--- src/rtl/wdt_pkg.sv ---
package wdt_pkg;
  localparam int CNT_W  = 16;
  localparam int NIB_W  = 4;
  localparam int SEL_W  = 2;
  localparam int NSEL   = 1 << SEL_W;
  localparam int DATA_W = 16;
  localparam int ADDR_W = 3;
  localparam int ACT_N  = 3;
  localparam int ACT_RST = 0;
  localparam int ACT_IRQ = 1;
  localparam int ACT_EXT = 2;

  typedef enum logic [ADDR_W-1:0] {
    REG_MODE  = 3'd0,
    REG_CLK   = 3'd1,
    REG_RESTART = 3'd2,
    REG_STAT  = 3'd3,
    REG_CNT   = 3'd4
  } regAddr_t;

  // Strobes and settings from control to datapath
  typedef struct packed {
    logic             restart;
    logic             runEn;
    logic [ACT_N-1:0] actMask;
    logic [SEL_W-1:0] clkSel;
    logic [NIB_W-1:0] hiNib;
  } wdtCtl_t;

  // Feedback from datapath to control
  typedef struct packed {
    logic             ovf;
    logic [CNT_W-1:0] count;
  } wdtEvt_t;
endpackage

--- src/rtl/wdt_ctrl.sv ---
module wdt_ctrl
  import wdt_pkg::*;
#(
  parameter logic [7:0]        KEY_MODE     = 8'h23,
  parameter logic [7:0]        KEY_CLK      = 8'h37,
  parameter logic [DATA_W-1:0] RESTART_WORD = 16'h0C07
) (
  input  logic              clk,
  input  logic              rstN,
  input  logic              wrEn,
  input  logic              rdEn,
  input  logic [ADDR_W-1:0] addr,
  input  logic [DATA_W-1:0] wrData,
  output logic [DATA_W-1:0] rdData,
  input  wdtEvt_t           evt,
  output wdtCtl_t           ctl
);
  localparam int KEY_LO = DATA_W - 8;

  logic             runEnQ;
  logic [ACT_N-1:0] actQ;
  logic [SEL_W-1:0] selQ;
  logic [NIB_W-1:0] nibQ;
  logic             ovfFlag;

  logic keyModeOk, keyClkOk, restartOk, statRead;

  always_comb begin
    keyModeOk = wrEn && (addr == REG_MODE) && (wrData[DATA_W-1:KEY_LO] == KEY_MODE);
    keyClkOk  = wrEn && (addr == REG_CLK)  && (wrData[DATA_W-1:KEY_LO] == KEY_CLK);
    restartOk = wrEn && (addr == REG_RESTART) && (wrData == RESTART_WORD);
    statRead  = rdEn && (addr == REG_STAT);
  end

  always_ff @(posedge clk or negedge rstN) begin
    if (!rstN) begin
      runEnQ <= 1'b0;
      actQ   <= '0;
    end else if (keyModeOk) begin
      runEnQ <= wrData[0];
      actQ   <= wrData[ACT_N:1];
    end
  end

  always_ff @(posedge clk or negedge rstN) begin
    if (!rstN) begin
      selQ <= '0;
      nibQ <= '1;
    end else if (keyClkOk) begin
      selQ <= wrData[SEL_W-1:0];
      nibQ <= wrData[SEL_W+NIB_W-1:SEL_W];
    end
  end

  // Overflow flag: a new event wins over a clearing read
  always_ff @(posedge clk or negedge rstN) begin
    if (!rstN)          ovfFlag <= 1'b0;
    else if (evt.ovf)   ovfFlag <= 1'b1;
    else if (statRead)  ovfFlag <= 1'b0;
  end

  always_comb begin
    ctl.restart = restartOk;
    ctl.runEn   = runEnQ;
    ctl.actMask = actQ;
    ctl.clkSel  = selQ;
    ctl.hiNib   = nibQ;
  end

  always_comb begin
    rdData = '0;
    unique case (addr)
      REG_MODE: rdData[ACT_N:0] = {actQ, runEnQ};
      REG_CLK:  rdData[SEL_W+NIB_W-1:0] = {nibQ, selQ};
      REG_STAT: rdData[0] = ovfFlag;
      REG_CNT:  rdData[CNT_W-1:0] = evt.count;
      default:  rdData = '0;
    endcase
  end
endmodule

--- src/rtl/wdt_datapath.sv ---
module wdt_datapath
  import wdt_pkg::*;
#(
  parameter int unsigned DIV_SHIFT [NSEL] = '{3, 5, 7, 10},
  parameter int unsigned EXT_LEN = 8
) (
  input  logic    clk,
  input  logic    rstN,
  input  wdtCtl_t ctl,
  output wdtEvt_t evt,
  output logic    wdReset,
  output logic    wdIrq,
  output logic    extOvfN
);
  function automatic int maxShift();
    int m = 1;
    for (int i = 0; i < NSEL; i++)
      if (int'(DIV_SHIFT[i]) > m) m = int'(DIV_SHIFT[i]);
    return m;
  endfunction

  localparam int PRE_W = maxShift();
  localparam int LOW_W = CNT_W - NIB_W;
  localparam int EXT_W = $clog2(EXT_LEN + 1);

  logic [PRE_W-1:0] divLast [NSEL];
  logic [PRE_W-1:0] presc;
  logic [CNT_W-1:0] count;
  logic [CNT_W-1:0] reloadVal;
  logic [EXT_W-1:0] extCnt;
  logic             tick, ovfNow;

  for (genvar g = 0; g < NSEL; g++) begin : g_div
    assign divLast[g] = PRE_W'((64'd1 << DIV_SHIFT[g]) - 64'd1);
  end

  always_comb begin
    reloadVal = {ctl.hiNib, {LOW_W{1'b1}}};
    tick      = ctl.runEn && (presc >= divLast[ctl.clkSel]);
    ovfNow    = !ctl.restart && tick && (count == '0);
  end

  always_ff @(posedge clk or negedge rstN) begin
    if (!rstN) begin
      presc <= '0;
      count <= '1;
    end else if (ctl.restart) begin
      presc <= '0;
      count <= reloadVal;
    end else if (ctl.runEn) begin
      if (tick) begin
        presc <= '0;
        count <= (count == '0) ? reloadVal : count - 1'b1;
      end else begin
        presc <= presc + 1'b1;
      end
    end
  end

  always_ff @(posedge clk or negedge rstN) begin
    if (!rstN) begin
      wdReset <= 1'b0;
      wdIrq   <= 1'b0;
      extCnt  <= '0;
    end else begin
      wdReset <= ovfNow && ctl.actMask[ACT_RST];
      wdIrq   <= ovfNow && ctl.actMask[ACT_IRQ];
      if (ovfNow && ctl.actMask[ACT_EXT]) extCnt <= EXT_W'(EXT_LEN);
      else if (extCnt != '0)              extCnt <= extCnt - 1'b1;
    end
  end

  always_comb begin
    extOvfN   = (extCnt == '0);
    evt.ovf   = ovfNow;
    evt.count = count;
  end
endmodule

--- src/rtl/keyed_watchdog.sv ---
module keyed_watchdog
  import wdt_pkg::*;
#(
  parameter logic [7:0]  KEY_MODE     = 8'h23,
  parameter logic [7:0]  KEY_CLK      = 8'h37,
  parameter logic [15:0] RESTART_WORD = 16'h0C07,
  parameter int unsigned EXT_LEN      = 8
) (
  input  logic        clk,
  input  logic        rstN,
  input  logic        wrEn,
  input  logic        rdEn,
  input  logic [2:0]  addr,
  input  logic [15:0] wrData,
  output logic [15:0] rdData,
  output logic        wdReset,
  output logic        wdIrq,
  output logic        extOvfN
);
  wdtCtl_t ctlBus;
  wdtEvt_t evtBus;

  wdt_ctrl #(
    .KEY_MODE(KEY_MODE), .KEY_CLK(KEY_CLK), .RESTART_WORD(RESTART_WORD)
  ) uCtrl (
    .clk(clk), .rstN(rstN), .wrEn(wrEn), .rdEn(rdEn), .addr(addr),
    .wrData(wrData), .rdData(rdData), .evt(evtBus), .ctl(ctlBus)
  );

  wdt_datapath #(
    .EXT_LEN(EXT_LEN)
  ) uData (
    .clk(clk), .rstN(rstN), .ctl(ctlBus), .evt(evtBus),
    .wdReset(wdReset), .wdIrq(wdIrq), .extOvfN(extOvfN)
  );
endmodule

--- config.mk ---
export PLATFORM = sky130hd
export DESIGN_NAME = keyed_watchdog
export DESIGN_NICKNAME = d
export VERILOG_FILES = /design/src/rtl/wdt_pkg.sv /design/src/rtl/wdt_ctrl.sv /design/src/rtl/wdt_datapath.sv /design/src/rtl/keyed_watchdog.sv
export SDC_FILE = /design/constraint.sdc
export NUM_CORES = 1
export LEC_CHECK = 0
export BUFFER_PORTS_ARGS = -buffer_cell sky130_fd_sc_hd__buf_2
export CAP_MARGIN = 10
export CORE_MARGIN = 4
export CORE_UTILIZATION = 56
export DETAILED_ROUTE_END_ITERATION = 7
export GPL_TIMING_DRIVEN = 0
export PLACE_DENSITY = 0.81
export SYNTH_ARGS = -nofsm -noshare
export SYNTH_HDL_FRONTEND = slang
export SYNTH_SLANG_ARGS = --single-unit
--- constraint.sdc ---
create_clock -name clk -period 3 [get_ports clk]
set_input_delay 0.15 -clock clk [delete_from_list [all_inputs] [get_ports clk]]
set_output_delay 0.15 -clock clk [all_outputs]
set_load 0.01 [all_outputs]
Yosys cells after proc, flatten, opt, wreduce, memory -nomap -nowiden. Index checks and enable logic that the tools add are counted.

Bits in registers: 43. Bits of input ports: 23. Output and inout bits: 19. Logic and storage cells: 64.

Add/sub/neg operators: 3. $lt $le $gt $ge: 2. Equal/unequal tests: 7. Multiplexer cells: 18. Bitwise logic cells: 1. Reduce and logical (&&, ||, !) cells: 23.

Operators with widths (count): two-way mux 16 bit (4); two-way mux 10 bit (6); binary-select mux 10 bit (select 2 bit) (1); == test 16 x 12 -> 1 bit, second input constant (1); == test 8 x 6 -> 1 bit, second input constant (2); zero test 16 bit (1); subtractor 16 x 1 -> 16 bit, second input constant (1); logical AND 1 bit (13); adder 10 x 1 -> 10 bit, second input constant (1); greater-or-equal comparator 10 bit (1); case mux 3 bit (3 select lines) (1); two-way mux 4 bit (2); nonzero test 2 bit (4); == test 3 x 2 -> 1 bit, second input constant (2); zero test 4 bit (1); case mux 1 bit (4 select lines) (1); case mux 2 bit (2 select lines) (1); nonzero test 4 bit (1); subtractor 4 x 1 -> 4 bit, second input constant (1); == test 3 x 1 -> 1 bit, second input constant (1); == test 3 bit, second input constant (1); greater-or-equal comparator 3 bit, second input constant (1); zero test 3 bit (1); inverter 2 -> 3 bit (1); other kinds (3) (4).

Logic depth before layout (Yosys ltp). Gate-level depths: netlist of run 1.

Depth after elaboration: 10. Mapped depth: 9.

By module. Synthesis of run 1 repeated with hierarchy kept, for this count alone.

Cells, all modules: 291. Area total of the unflattened synthesis: 2800.2 um2.

By module, submodules not included: wdt_datapath (instances 1, cells each 214, area an instance 1999.4 um2); wdt_ctrl (instances 1, cells each 77, area an instance 800.8 um2).

Worst setup path before layout of run 1. OpenSTA, ideal clock, no wires.

Kind: register to register. Start: reg uCtrl.selQ[1]. End: reg uData.count[14]. Arrival time: 2091 ps. Required time: 2927 ps. Setup slack: 836 ps. Cell stages (with the launch flop): 9. Path buffers: 0. Period minus slack after synthesis: 2164 ps. Path through: dfrtp_1 nand2_1 ha_1 nand4_1 a211o_1 o211a_2 or4_4 xor2_1 a21oi_1.

Word-level cells in the longest chain between the ends: 8.

RTL lines: start: declaration (RTL line wdt_ctrl.sv:22) `logic [SEL_W-1:0] selQ;`; start signal: assignment (RTL line wdt_ctrl.sv:50) `selQ <= wrData[SEL_W-1:0];`; inverter 2 -> 3 bit (implied by the code) (RTL line wdt_datapath.sv:39) `tick = ctl.runEn && (presc >= divLast[ctl.clkSel]);`; binary-select mux 10 bit (select 2 bit) (RTL line wdt_datapath.sv:39); two-way mux 10 bit (implied by the code) (2 in series) (RTL line wdt_datapath.sv:39); greater-or-equal comparator 10 bit (RTL line wdt_datapath.sv:39); logical AND 1 bit (RTL line wdt_datapath.sv:39); nonzero test 2 bit (no source line); AND reduction 2 bit (no source line); end signal: assignment (RTL line wdt_datapath.sv:49) `count <= reloadVal;`; end signal: assignment (RTL line wdt_datapath.sv:53) `count <= (count == '0) ? reloadVal : count - 1'b1;`; end: declaration (RTL line wdt_datapath.sv:28) `logic [CNT_W-1:0] count;`.

No other way between the ends. The select of a mux whose other input is x is not followed. A chain may end at the register's enable or synchronous reset.

Worst setup path after layout of run 1.
Start: reg uData.count[0]. End: reg uData.count[8].

Word-level cells in the longest chain between the ends: 5. Elaborated cells between the ends (all ways): 6.

RTL lines: subtractor 16 x 1 -> 16 bit or zero test 16 bit (tied branches) (RTL line wdt_datapath.sv:53); two-way mux 16 bit * (RTL line wdt_datapath.sv:53); two-way mux 16 bit * (RTL line wdt_datapath.sv:51) `if (tick) begin`; two-way mux 16 bit * (RTL line wdt_datapath.sv:50) `end else if (ctl.runEn) begin`; two-way mux 16 bit * (RTL line wdt_datapath.sv:47) `end else if (ctl.restart) begin`.

Mark *: on every way between the ends. The rest lies on a longest branch, timed or not. The select of a mux whose other input is x is not followed.

==> metrics.md, run 1 <==
| Metric | Value |
|---|---|
| Die Y | `75.8 µm` |
| Synth Net Count | `312` |
| N_diodes | `0` |
| Final nets | `359` |
| Port Buf Inserts | `40` |
| Power density cells | `398 nW/µm²` |
| Grt total ovfl | `0` |
| Layout area overhead | `14.0%` |
| WP buf/inv | `2` |
| Synth Warn # | `0` |
| Wl on met1 | `2740 µm` |
| WL met3 | `288 µm` |
| Final wirelength | `5940 µm` |
| Final core utilization | `66.5%` |
| Run status | `finished with violations` |
| Hold_ws | `-4.47 ps` |
| Yosys top cell area share | `22.4%` |
| Gate power share | `13.9%` |
| CP arrival | `2820 ps` |
| Final Max Slew Viols | `0` |
| Post-synthesis cell type count | `48` |
| Post-Synthesis Cells | `about 280` |
| Initial Util | `58.3%` |
| CORE AREA | `4410 µm²` |
| TritonCTS clock tree | `built` |
| Rel. slew slack | `37.5%` |
| CP max FO | `10` |
| 1st-iter DRT viols | `193` |
| Setup crit end kind | `flip-flop` |
| Top post-synthesis cells by area | `dfrtp_1 (22%), dfstp_2 (20%), a21oi_1 (5.3%), mux2_2 (4.8%), nor2_1 (3.9%)` |
| Syn Area/Cell | `approximately 9.2 µm²` |
| P_sw | `around 310 µW` |
| Endpoints failing setup | `0` |
| Hold_buf cts | `0` |
| Global-route wire length before repair | `approximately 10000 µm` |
| Clock root cell | `clkbuf_8` |
| Critical path type | `reg2reg` |
| Slack of the critical path | `between 300 and 400 ps` |
| Ys async rst share | `between 90% and 100%` |
| Clock Path Buffers | `2` |
| Post-synth EDFFs | `0` |
| Worst-Margin Slew | `~940 ps` |
| Uppermost layer routed | `met4` |
| H-tree depth | `2` |
| Die X | `between 70 and 80 µm` |
| Core Rows | `24` |
| Die ar. | `5740 µm²` |
| # Post-CTS Setup Buffers | `0` |
| Residual DRC | `0` |
| Cts bufs inserted | `5` |
| Internal | `853 µW` |
| Via/cell ratio | `5.99` |
| P_leak | `1.35 nW` |
| Critical Path Max Stage Delay | `620 ps` |
| Largest net degree at the start of global routing | `44` |
| Switching Share | `26.9%` |
| Seq pwr share | `53.3%` |
| Ys flop type | `dfrtp_1` |
| Clock Latency Late Sink | `just under 300 ps` |
| Critical path's top delay family | `compound AO/OA/AOI/OAI gates` |
| RSZ-0062 raised after global routing | `no` |
| 1st-pass router iterations | `5` |
| GR Util All Layers | `22.8%` |
| Io pins | `42` |
| Share of post-route cells with drive strength above 1 | `25.8%` |
| Startpoint types | `flip-flop` |
| Failing checks | `hold timing` |
| PostCTS Resize Cnt | `0` |
| Setup TNS | `0 ps` |
| Seq/Total Area, Yosys | `42.8%` |
| Max-cap violations | `0` |
| Reg-to-reg setup timing slack | `390 ps` |
| Clk_skew | `13.9 ps` |
| Vias in the first global route | `2225` |
| Fmax | `0.384 GHz` |
| Peak supply drop | `0.000327 V` |
| DP Wirelength | `4500 µm` |
| Clock power share | `32.8%` |
| Min cycle time layout | `2610 ps` |
| Slowest cell on the critical path | `a2bb2oi_1` |
| Fin. Hold Viols | `5` |
| Synth area leader | `dfrtp_1` |
| Total length of routed met2 wires | `2830 µm` |
| Routed length per instance | `roughly 16 µm` |
| Synth Cell Area | `between 2000 and 3000 µm²` |
| Cell breakdown of the critical path | `inv_1, ha_1, nor3b_1, nand4_1, a2bb2oi_1, buf_2, o21ai_0, a21oi_1, a31oi_1` |
| Req. time, crit path | `roughly 3200 ps` |
| Antenna Violating Nets Remaining | `0` |
| RD Place Congestion | `about 0.84` |
| Routed via count | `2283` |
| Tcrit/Tclk final | `86.9%` |
| Clock sinks | `43` |
| Hold Path Class | `in2async` |
| Initial antenna violation count | `0` |
| Pre-CTS WS | `roughly 420 ps` |
| Clock-pin slew on the worst setup and hold paths | `80 ps` |
| List of most frequent post-synthesis cells | `a21oi_1 (27), nor2_1 (27), dfrtp_1 (23)` |
| Yosys reg bits | `between 40 and 50` |
## kinds of logic after synthesis
kind of cell               synth area share (%)
AOI/OAI and AO/OA                          14.3
xor gates and xnor gates                   2.72
adders and majority gates                  3.89
buffers and inverters                      2.58
DFF                                        42.8
muxes                                      6.37
and+or+nand+nor                            27.4
## final timing paths
check / startpoint / endpoint / cells after the start
hold reg to reg: uCtrl.ovfFlag / uCtrl.ovfFlag / 2
min in group clk: wrData[4] / uCtrl.nibQ[2] / 2
max in group asynchronous: rstN / uData.presc[9] / 1
setup reg to reg: uData.count[0] / uData.count[8] / 9
hold / removal: rstN / uData.wdReset / 1
setup / recovery: uData.count[0] / uData.count[8] / 9
## through the flow
stage                     area, µm²  std cells  power (mW)  hold slack, ps
after floorplan                2570        281       0.727            -146
after global placement         2840        373       0.787             342
after detailed placement       2840        373       0.793             347
after CTS                      2930        381        1.17            23.8
after global routing           2930        381        1.23            59.0
final                          2930        381        1.17           -4.47
## area by class of cell
class                           instances  area, µm²
Fill cell                             371       1480
Multi-Input combinational cell        222       1410
Sequential cell                        43       1100
Timing Repair Buffer                   40        200
Clock buffer                            7       86.3
Tap cell                               52       65.1
Inverter                                9       33.8
Buffer                                  7       32.5
Clock inverter                          1       8.76
## registers in the layout (all words and copies together), names as in the netlist
name and flops:
uData.count 16, uData.extCnt 4, uCtrl.selQ 2, uData.presc 10, uData.wdIrq 1, uCtrl.runEnQ 1
uCtrl.actQ 3, uData.wdReset 1, uCtrl.ovfFlag 1, uCtrl.nibQ 4
## power by group through the flow
stage / registers (mW) / clock network, mW / logic (mW)
final: 0.622 / 0.382 / 0.162
after global routing: 0.626 / 0.414 / 0.185
after CTS: 0.621 / 0.389 / 0.163
after detailed placement: 0.630 / 0 / 0.162
after global placement: 0.630 / 0 / 0.157
after floorplan: 0.624 / 0 / 0.103
## routing by layer
metal  up-vias  global-route usage (%)
li1       1115                       -
met1      1093                    31.1
met2        65                    36.5
met3        10                    4.62
met4         0                    6.99
met5         -                       0
## cell usage in the layout (no fill, tap or decap), types with 8 or more instances in the layout
master    netlist  routed
nand2_1        18      18
o21ai_0        10      10
ha_1            8       8
dfrtp_1        23      23
mux2_2         11      11
buf_2           2      42
inv_1           9       9
dfstp_2        20      20
nor2_1         27      27
and2_1         13      13
a21oi_1        27      27
nor3_1         13      13
a31oi_1         9       9
nand2b_1        8       8
nand3_1        10      10
nor3b_1         9       9
Note: power is estimated with default switching activity, not from simulation.
==> run 2, diff against run 1 <==
--- a/config.mk
+++ b/config.mk
@@ -12,6 +12,7 @@
 export DETAILED_ROUTE_END_ITERATION = 7
 export GPL_TIMING_DRIVEN = 0
 export PLACE_DENSITY = 0.81
+export RECOVER_POWER = 100
 export SYNTH_ARGS = -nofsm -noshare
 export SYNTH_HDL_FRONTEND = slang
 export SYNTH_SLANG_ARGS = --single-unit
==> run 2 against run 1 <==
The run ends with capacitance limit, slew limit left. Via count fell by 0.35%. Final cell count unchanged. Combinational power is essentially flat. Worst hold slack improved by 110 ps. Register-to-register slack lost 100 ps. Critical endpoint unchanged. Clock power about the same. Global-route usage did not move. Critical path type unchanged. Utilization decreased by 0.34 points. Largest power group unchanged.
==> metrics.md, run 2 (synthesis results as in run 1) <==
| Metric | Value |
|---|---|
| Tcrit/Tclk final | `90.3% (was 86.9%)` |
| Routed length per instance | `15.7 µm (was 15.6 µm)` |
| Initial Util | `58.3% (unchanged)` |
| Clock Path Buffers | `2 (unchanged)` |
| Largest net degree at the start of global routing | `44 (unchanged)` |
| Min cycle time layout | `2710 ps (was 2610 ps)` |
| Initial antenna violation count | `0 (unchanged)` |
| Clock power share | `32.9% (was 32.8%)` |
| WL met3 | `306 µm (was 288 µm)` |
| Port Buf Inserts | `40 (unchanged)` |
| Final Max Slew Viols | `44 (was 0)` |
| TritonCTS clock tree | `built (unchanged)` |
| Launch point of the critical path | `uData.count[0] (unchanged)` |
| Commonest cells after routing, fill and taps aside | `buf_2 (34), nor2_1 (28), a21oi_1 (27) (was buf_2 (42), nor2_1 (27), a21oi_1 (27))` |
| Vias in the first global route | `2225 (unchanged)` |
| Max reg flops | `16 (unchanged)` |
| Fmax | `0.369 GHz (was 0.384 GHz)` |
| Gate power share | `13.8% (was 13.9%)` |
| Fillcell total | `378 (was 371)` |
| N_diodes | `0 (unchanged)` |
| Run status | `finished with violations (unchanged)` |
| Commonest non-fill, non-tap cell in the layout | `buf_2 (unchanged)` |
| RD Place Congestion | `0.844 (unchanged)` |
| Cell breakdown of the critical path | `inv_1, ha_1, nor3b_1, nand4_1, a2bb2oi_1, clkbuf_2, o21ai_0, a21oi_1, a31oi_1 (was inv_1, ha_1, nor3b_1, nand4_1, a2bb2oi_1, buf_2, o21ai_0, a21oi_1, a31oi_1)` |
| P_leak | `1.31 nW (was 1.35 nW)` |
| 1st-iter DRT viols | `208 (was 193)` |
| PostCTS Resize Cnt | `0 (unchanged)` |
| P_sw | `313 µW (was 314 µW)` |
| Worst R2R Start | `uData.count[0] (unchanged)` |
| Cts bufs inserted | `5 (unchanged)` |
| Area of the multi-input gates | `1400 µm² (was 1410 µm²)` |
| Setup crit end kind | `flip-flop (unchanged)` |
| Setup TNS | `0 ps (unchanged)` |
| Worst-Margin Slew | `2280 ps (was 938 ps)` |
| Antenna Violating Nets Remaining | `0 (unchanged)` |
| Fin. Hold Viols | `0 (was 5)` |
| WP buf/inv | `2 (unchanged)` |
| Largest reg by FF count | `uData.count (unchanged)` |
| Critical path type | `reg2reg (unchanged)` |
| Failing checks | `capacitance limit, slew limit (was hold timing)` |
| Hold_buf cts | `0 (unchanged)` |
| Io pins | `42 (unchanged)` |
| GR Util All Layers | `22.8% (unchanged)` |
| Hold Path Class | `in2reg (was in2async)` |
| # Post-CTS Setup Buffers | `0 (unchanged)` |
| Wl on met1 | `2740 µm (about the same)` |
| Final nets | `359 (unchanged)` |
| Rel. slew slack | `-52.1% (was 37.5%)` |
| Startpoint types | `flip-flop (unchanged)` |
| Core Rows | `24 (unchanged)` |
| Via/cell ratio | `5.97 (was 5.99)` |
| Final wirelength | `6000 µm (was 5940 µm)` |
| Slowest cell on the critical path | `a2bb2oi_1 (unchanged)` |
| Internal | `850 µW (was 853 µW)` |
| CP max FO | `10 (unchanged)` |
| Pre-CTS WS | `421 ps (unchanged)` |
| Slack of the critical path | `291 ps (was 393 ps)` |
| CP arrival | `2910 ps (was 2820 ps)` |
| Clock sinks | `43 (unchanged)` |
| Switching Share | `26.9% (about the same)` |
| Grt total ovfl | `0 (unchanged)` |
| Max-cap violations | `1 (was 0)` |
| Routed via count | `2275 (was 2283)` |
| Share of post-route cells with drive strength above 1 | `21.9% (was 25.8%)` |
| Clock-pin slew on the worst setup and hold paths | `80 ps (about the same)` |
| Die X | `75.8 µm (unchanged)` |
| Die ar. | `5740 µm² (unchanged)` |
| Hold path startpoint | `wrData[5]` |
| Critical Path Max Stage Delay | `650 ps (was 620 ps)` |
| Endpoints failing setup | `0 (unchanged)` |
| H-tree depth | `2 (unchanged)` |
| Uppermost layer routed | `met4 (unchanged)` |
| Clock root cell | `clkbuf_8 (unchanged)` |
| Storage element area | `1100 µm² (unchanged)` |
| 1st-pass router iterations | `4 (was 5)` |
| Seq pwr share | `53.3% (about the same)` |
| RSZ-0062 raised after global routing | `no (unchanged)` |
| DP Wirelength | `4500 µm (unchanged)` |
| Peak supply drop | `0.000326 V (was 0.000327 V)` |
| CORE AREA | `4410 µm² (unchanged)` |
| Total length of routed met2 wires | `2860 µm (was 2830 µm)` |
| Critical path's top delay family | `compound AO/OA/AOI/OAI gates (unchanged)` |
| Req. time, crit path | `3200 ps (was 3210 ps)` |
| Clock Latency Late Sink | `290 ps (about the same)` |
| Layout area overhead | `13.4% (was 14.0%)` |
| Clk_skew | `13.9 ps (about the same)` |
| Die Y | `75.8 µm (unchanged)` |
| Residual DRC | `0 (unchanged)` |
| Power density cells | `399 nW/µm² (was 398 nW/µm²)` |
| Biggest regs | `uData.count x16, uData.presc x10 (unchanged)` |
| Global-route wire length before repair | `10000 µm (unchanged)` |
## run 2: changes by cell type in the layout (fill, tap and decap cells not counted), sizes merged
cell | before | now
clkbuf | 11 | 19
buf | 43 | 35
## run 2: final timing paths
check / end / slack (ps) / cells after the start
min: uCtrl.nibQ[3] / 110 / 2
max in group asynchronous: uData.presc[9] / 1160 / 1
max: uData.count[8] / 290 / 9
min in group asynchronous: uData.wdReset / 530 / 1
min reg2reg: uCtrl.ovfFlag / 500 / 2
max reg2reg: uData.count[8] / 290 / 9
## run 2: layout make-up
cell class | count | area share, %
plain buffers | 7 | 1.07
clock buffers | 7 | 2.96
inverters | 9 | 1.16
flip-flops and latches | 43 | 37.7
clock inverters | 1 | 0.300
well taps | 52 | 2.23
repair buffers | 40 | 6.60
multi-input cells | 222 | 48.0
## run 2: power by group through the flow
stage / combinational, mW / clock, mW / sequential (mW)
after floorplan: 0.103 / 0 / 0.624
after global placement: 0.157 / 0 / 0.630
after detailed placement: 0.162 / 0 / 0.630
after CTS: 0.163 / 0.389 / 0.621
after global routing: 0.183 / 0.414 / 0.624
final: 0.161 / 0.382 / 0.620
## run 2: worst reg2reg max path, cell delays in order (launching register included)
cell	delay, ps
dfstp_1	610
inv_1	90
ha_1	220
nor3b_1	190
nand4_1	200
a2bb2oi_1	650
clkbuf_2	340
o21ai_0	120
a21oi_1	150
a31oi_1	50
## run 2: through the flow
step	instance area (µm²)	cells	utilization (%)	hold WS [ps]	power, mW
after floorplan	2570	281	-	-146	0.727
after global placement	2840	373	64.3	342	0.787
after detailed placement	2840	373	64.3	347	0.793
after CTS	2930	381	66.5	23.8	1.17
after global routing	2920	381	66.1	102	1.22
final	2920	381	66.1	108	1.16
## run 2: per-layer routing
| layer | global-route usage [%] | up-vias |
|---|---|---|
| met1 | 31.1 | 1084 |
| met5 | 0 | - |
| met2 | 36.5 | 67 |
| met4 | 6.99 | 0 |
| met3 | 4.62 | 11 |
| li1 | - | 1113 |
==> run 3, diff against run 2 <==
--- a/config.mk
+++ b/config.mk
@@ -8,11 +8,12 @@
 export BUFFER_PORTS_ARGS = -buffer_cell sky130_fd_sc_hd__buf_2
 export CAP_MARGIN = 10
 export CORE_MARGIN = 4
-export CORE_UTILIZATION = 56
+export CORE_UTILIZATION = 51
 export DETAILED_ROUTE_END_ITERATION = 7
 export GPL_TIMING_DRIVEN = 0
-export PLACE_DENSITY = 0.81
+export PLACE_DENSITY = 0.78
 export RECOVER_POWER = 100
+export SKIP_LAST_GASP = 1
 export SYNTH_ARGS = -nofsm -noshare
 export SYNTH_HDL_FRONTEND = slang
 export SYNTH_SLANG_ARGS = --single-unit
==> constraint.sdc (replaced) <==
create_clock -name clk -period 2.2 [get_ports clk]
set_input_delay 0.11 -clock clk [delete_from_list [all_inputs] [get_ports clk]]
set_output_delay 0.11 -clock clk [all_outputs]
set_load 0.01 [all_outputs]
==> run 3 against run 2 <==
The run ends with setup timing left. Sequential power up 37%. Clock power is 50% higher. Global-route usage decreased by 1.2 points. Utilization fell by 0.60 points. Via count up 3.4%. Worst hold slack got worse by 56 ps. Largest cell class unchanged.
==> metrics.md, run 3 (synthesis results as in run 1) <==
| Metric | Value |
|---|---|
| Hold Path Class | `in2reg (unchanged)` |
| Routed via count | `2352 (was 2275)` |
| Antenna Violating Nets Remaining | `0 (unchanged)` |
| Startpoint types | `flip-flop (unchanged)` |
| Commonest non-fill, non-tap cell in the layout | `buf_2 (unchanged)` |
| Setup TNS | `-1190 ps (was 0 ps)` |
| Run status | `finished with violations (unchanged)` |
| Port Buf Inserts | `40 (unchanged)` |
| Initial Util | `53.4% (was 58.3%)` |
| Final wirelength | `6540 µm (was 6000 µm)` |
| Fin. Hold Viols | `0 (unchanged)` |
| Via/cell ratio | `5.79 (was 5.97)` |
| Cts bufs inserted | `5 (unchanged)` |
| Worst R2R Path Depth | `6 (was 9)` |
| TritonCTS clock tree | `built (unchanged)` |
| Worst flop-to-flop path endpoint | `uData.count[14] (was uData.count[8])` |
| Design area | `3160 µm² (was 2920 µm²)` |
| Reg-to-reg setup timing slack | `-130 ps (was 290 ps)` |
| Share of post-route cells with drive strength above 1 | `30.7% (was 21.9%)` |
| Grt total ovfl | `0 (unchanged)` |
| Layout area overhead | `22.7% (was 13.4%)` |
| Worst-Margin Slew | `1040 ps (was 2280 ps)` |
| H-tree depth | `2 (unchanged)` |
| Hold path startpoint | `wrData[5] (unchanged)` |
| DP Wirelength | `4500 µm (about the same)` |
| Req. time, crit path | `2440 ps (was 3200 ps)` |
| Clock-pin slew on the worst setup and hold paths | `80 ps (about the same)` |
| CP max FO | `5 (was 10)` |
| Clk_skew | `2.13 ps (was 13.9 ps)` |
| Critical path type | `reg2reg (unchanged)` |
| RSZ-0062 raised after global routing | `yes (was no)` |
| Io pins | `42 (unchanged)` |
| Tcrit/Tclk final | `106% (was 90.3%)` |
| N_diodes | `0 (unchanged)` |
| Min cycle time layout | `2330 ps (was 2710 ps)` |
| Final Max Slew Viols | `0 (was 44)` |
| Pre-CTS WS | `-372 ps (was 421 ps)` |
| Die ar. | `6250 µm² (was 5740 µm²)` |
| Final nets | `369 (was 359)` |
| Die Y | `79.0 µm (was 75.8 µm)` |
| Clock Path Buffers | `2 (unchanged)` |
| Hold EP | `uCtrl.nibQ[3] (unchanged)` |
| Endpoints failing setup | `17 (was 0)` |
| Final Power | `1.71 mW (was 1.16 mW)` |
| Rel. slew slack | `30.5% (was -52.1%)` |
| Residual DRC | `0 (unchanged)` |
| Worst R2R Start | `uCtrl.selQ[1] (was uData.count[0])` |
| 1st-iter DRT viols | `147 (was 208)` |
| Fmax | `0.429 GHz (was 0.369 GHz)` |
| RD Place Congestion | `0.833 (was 0.844)` |
| Failing checks | `setup timing (was capacitance limit, slew limit)` |
| Fillcell total | `411 (was 378)` |
| Core Rows | `25 (was 24)` |
| Max-cap violations | `0 (was 1)` |
| Die X | `79.0 µm (was 75.8 µm)` |
| CORE AREA | `4820 µm² (was 4410 µm²)` |
| Peak supply drop | `0.000400 V (was 0.000326 V)` |
| Routed length per instance | `16.1 µm (was 15.7 µm)` |
| Largest reg by FF count | `uData.count (unchanged)` |
| Clock Latency Late Sink | `300 ps (was 290 ps)` |
| 1st-pass router iterations | `4 (unchanged)` |
| Clock sinks | `43 (unchanged)` |
| Hold depth | `2 (unchanged)` |
| GR Util All Layers | `21.5% (was 22.8%)` |
| CP arrival | `2560 ps (was 2910 ps)` |
| Max reg flops | `16 (unchanged)` |
| Power density cells | `543 nW/µm² (was 399 nW/µm²)` |
| Global-route wire length before repair | `10600 µm (was 10000 µm)` |
| Vias in the first global route | `2222 (was 2225)` |
| Setup crit end kind | `flip-flop (unchanged)` |
| Initial antenna violation count | `0 (unchanged)` |
| Largest net degree at the start of global routing | `44 (unchanged)` |
| P_leak | `1.40 nW (was 1.31 nW)` |
| Clock root cell | `clkbuf_8 (unchanged)` |
| Biggest regs | `uData.count x16, uData.presc x10 (unchanged)` |
| Slack of the critical path | `-129 ps (was 291 ps)` |
| Commonest cells after routing, fill and taps aside | `buf_2 (34), nor2_1 (25), a21oi_1 (25) (was buf_2 (34), nor2_1 (28), a21oi_1 (27))` |
| Area after DPL | `2860 µm² (was 2840 µm²)` |
## run 3: cell types whose count changed in the layout (fill, tap and decap cells not counted), moves of 3 or more
cell	delta
clkbuf_1	-3
and2_1	+3
o21ai_1	+3
ha_1	-3
ha_4	+3
and2_0	-3
buf_4	+9
o21ai_0	-3
nor2_1	-3
## run 3: critical path: stages (launching register included)
cell     delay [ps]
dfrtp_2         470
or4_1           530
a211o_1         340
o211a_4         160
or4_4           480
xor2_1          160
a21oi_1         130
## run 3: metal layers
| metal | up-vias | wire length, µm | track usage (%) |
|---|---|---|---|
| li1 | 1138 | - | - |
| met1 | 1131 | 2990 | 29.4 |
| met2 | 74 | 3090 | 34.7 |
| met3 | 9 | 362 | 3.74 |
| met4 | 0 | 97 | 7.22 |
| met5 | - | 0 | 0 |
## run 3: per-stage QoR
step / hold WS, ps / util (%) / instances
6_report: 52.1 / 65.5 / 406
5_1_grt: 55.6 / 65.5 / 406
4_1_cts: 56.5 / 63.4 / 402
3_5_place_dp: 315 / 59.3 / 388
3_3_place_gp: 307 / 59.3 / 388
2_1_floorplan: -186 / - / 281
## run 3: where the power goes
| part | switching [mW] | internal [mW] |
|---|---|---|
| Clock | 0.286 | 0.286 |
| Combinational | 0.160 | 0.132 |
| Sequential | 0.0312 | 0.819 |
## run 3: what timing repair did
item | CTS | global route
endpoints found under the setup margin | 26 | 31
pin swaps | 6 | 6
endpoints found under the hold margin | 15 | 0
gates resized for setup | 14 | 15
buffers inserted | 4 | 4
hold buffers | 1 | 0
cloned | 1 | 0
## run 3: how the worst max path moves through the flow
stage                              start               to  slack, ps  cells after the start
after global routing       uCtrl.selQ[0]  uData.count[14]       -290                      8
after detailed placement  uData.count[0]   uData.count[8]       -370                      9
final                      uCtrl.selQ[1]  uData.count[14]       -130                      6
after global placement    uData.count[0]   uData.count[8]       -360                      9
after CTS                  uCtrl.selQ[1]  uData.count[14]       -100                      6
after floorplan            uCtrl.selQ[1]  uData.count[14]         40                      8
## run 3: area by class of cell
| type | count | area (µm²) | share of cell area, % |
|---|---|---|---|
| Buffer | 7 | 38.8 | 1.23 |
| Clock buffer | 7 | 96.3 | 3.05 |
| Clock inverter | 1 | 7.51 | 0.238 |
| Inverter | 9 | 33.8 | 1.07 |
| Multi-Input combinational cell | 223 | 1530 | 48.4 |
| Sequential cell | 43 | 1100 | 35.0 |
| Tap cell | 67 | 83.8 | 2.66 |
| Timing Repair Buffer | 49 | 267 | 8.44 |
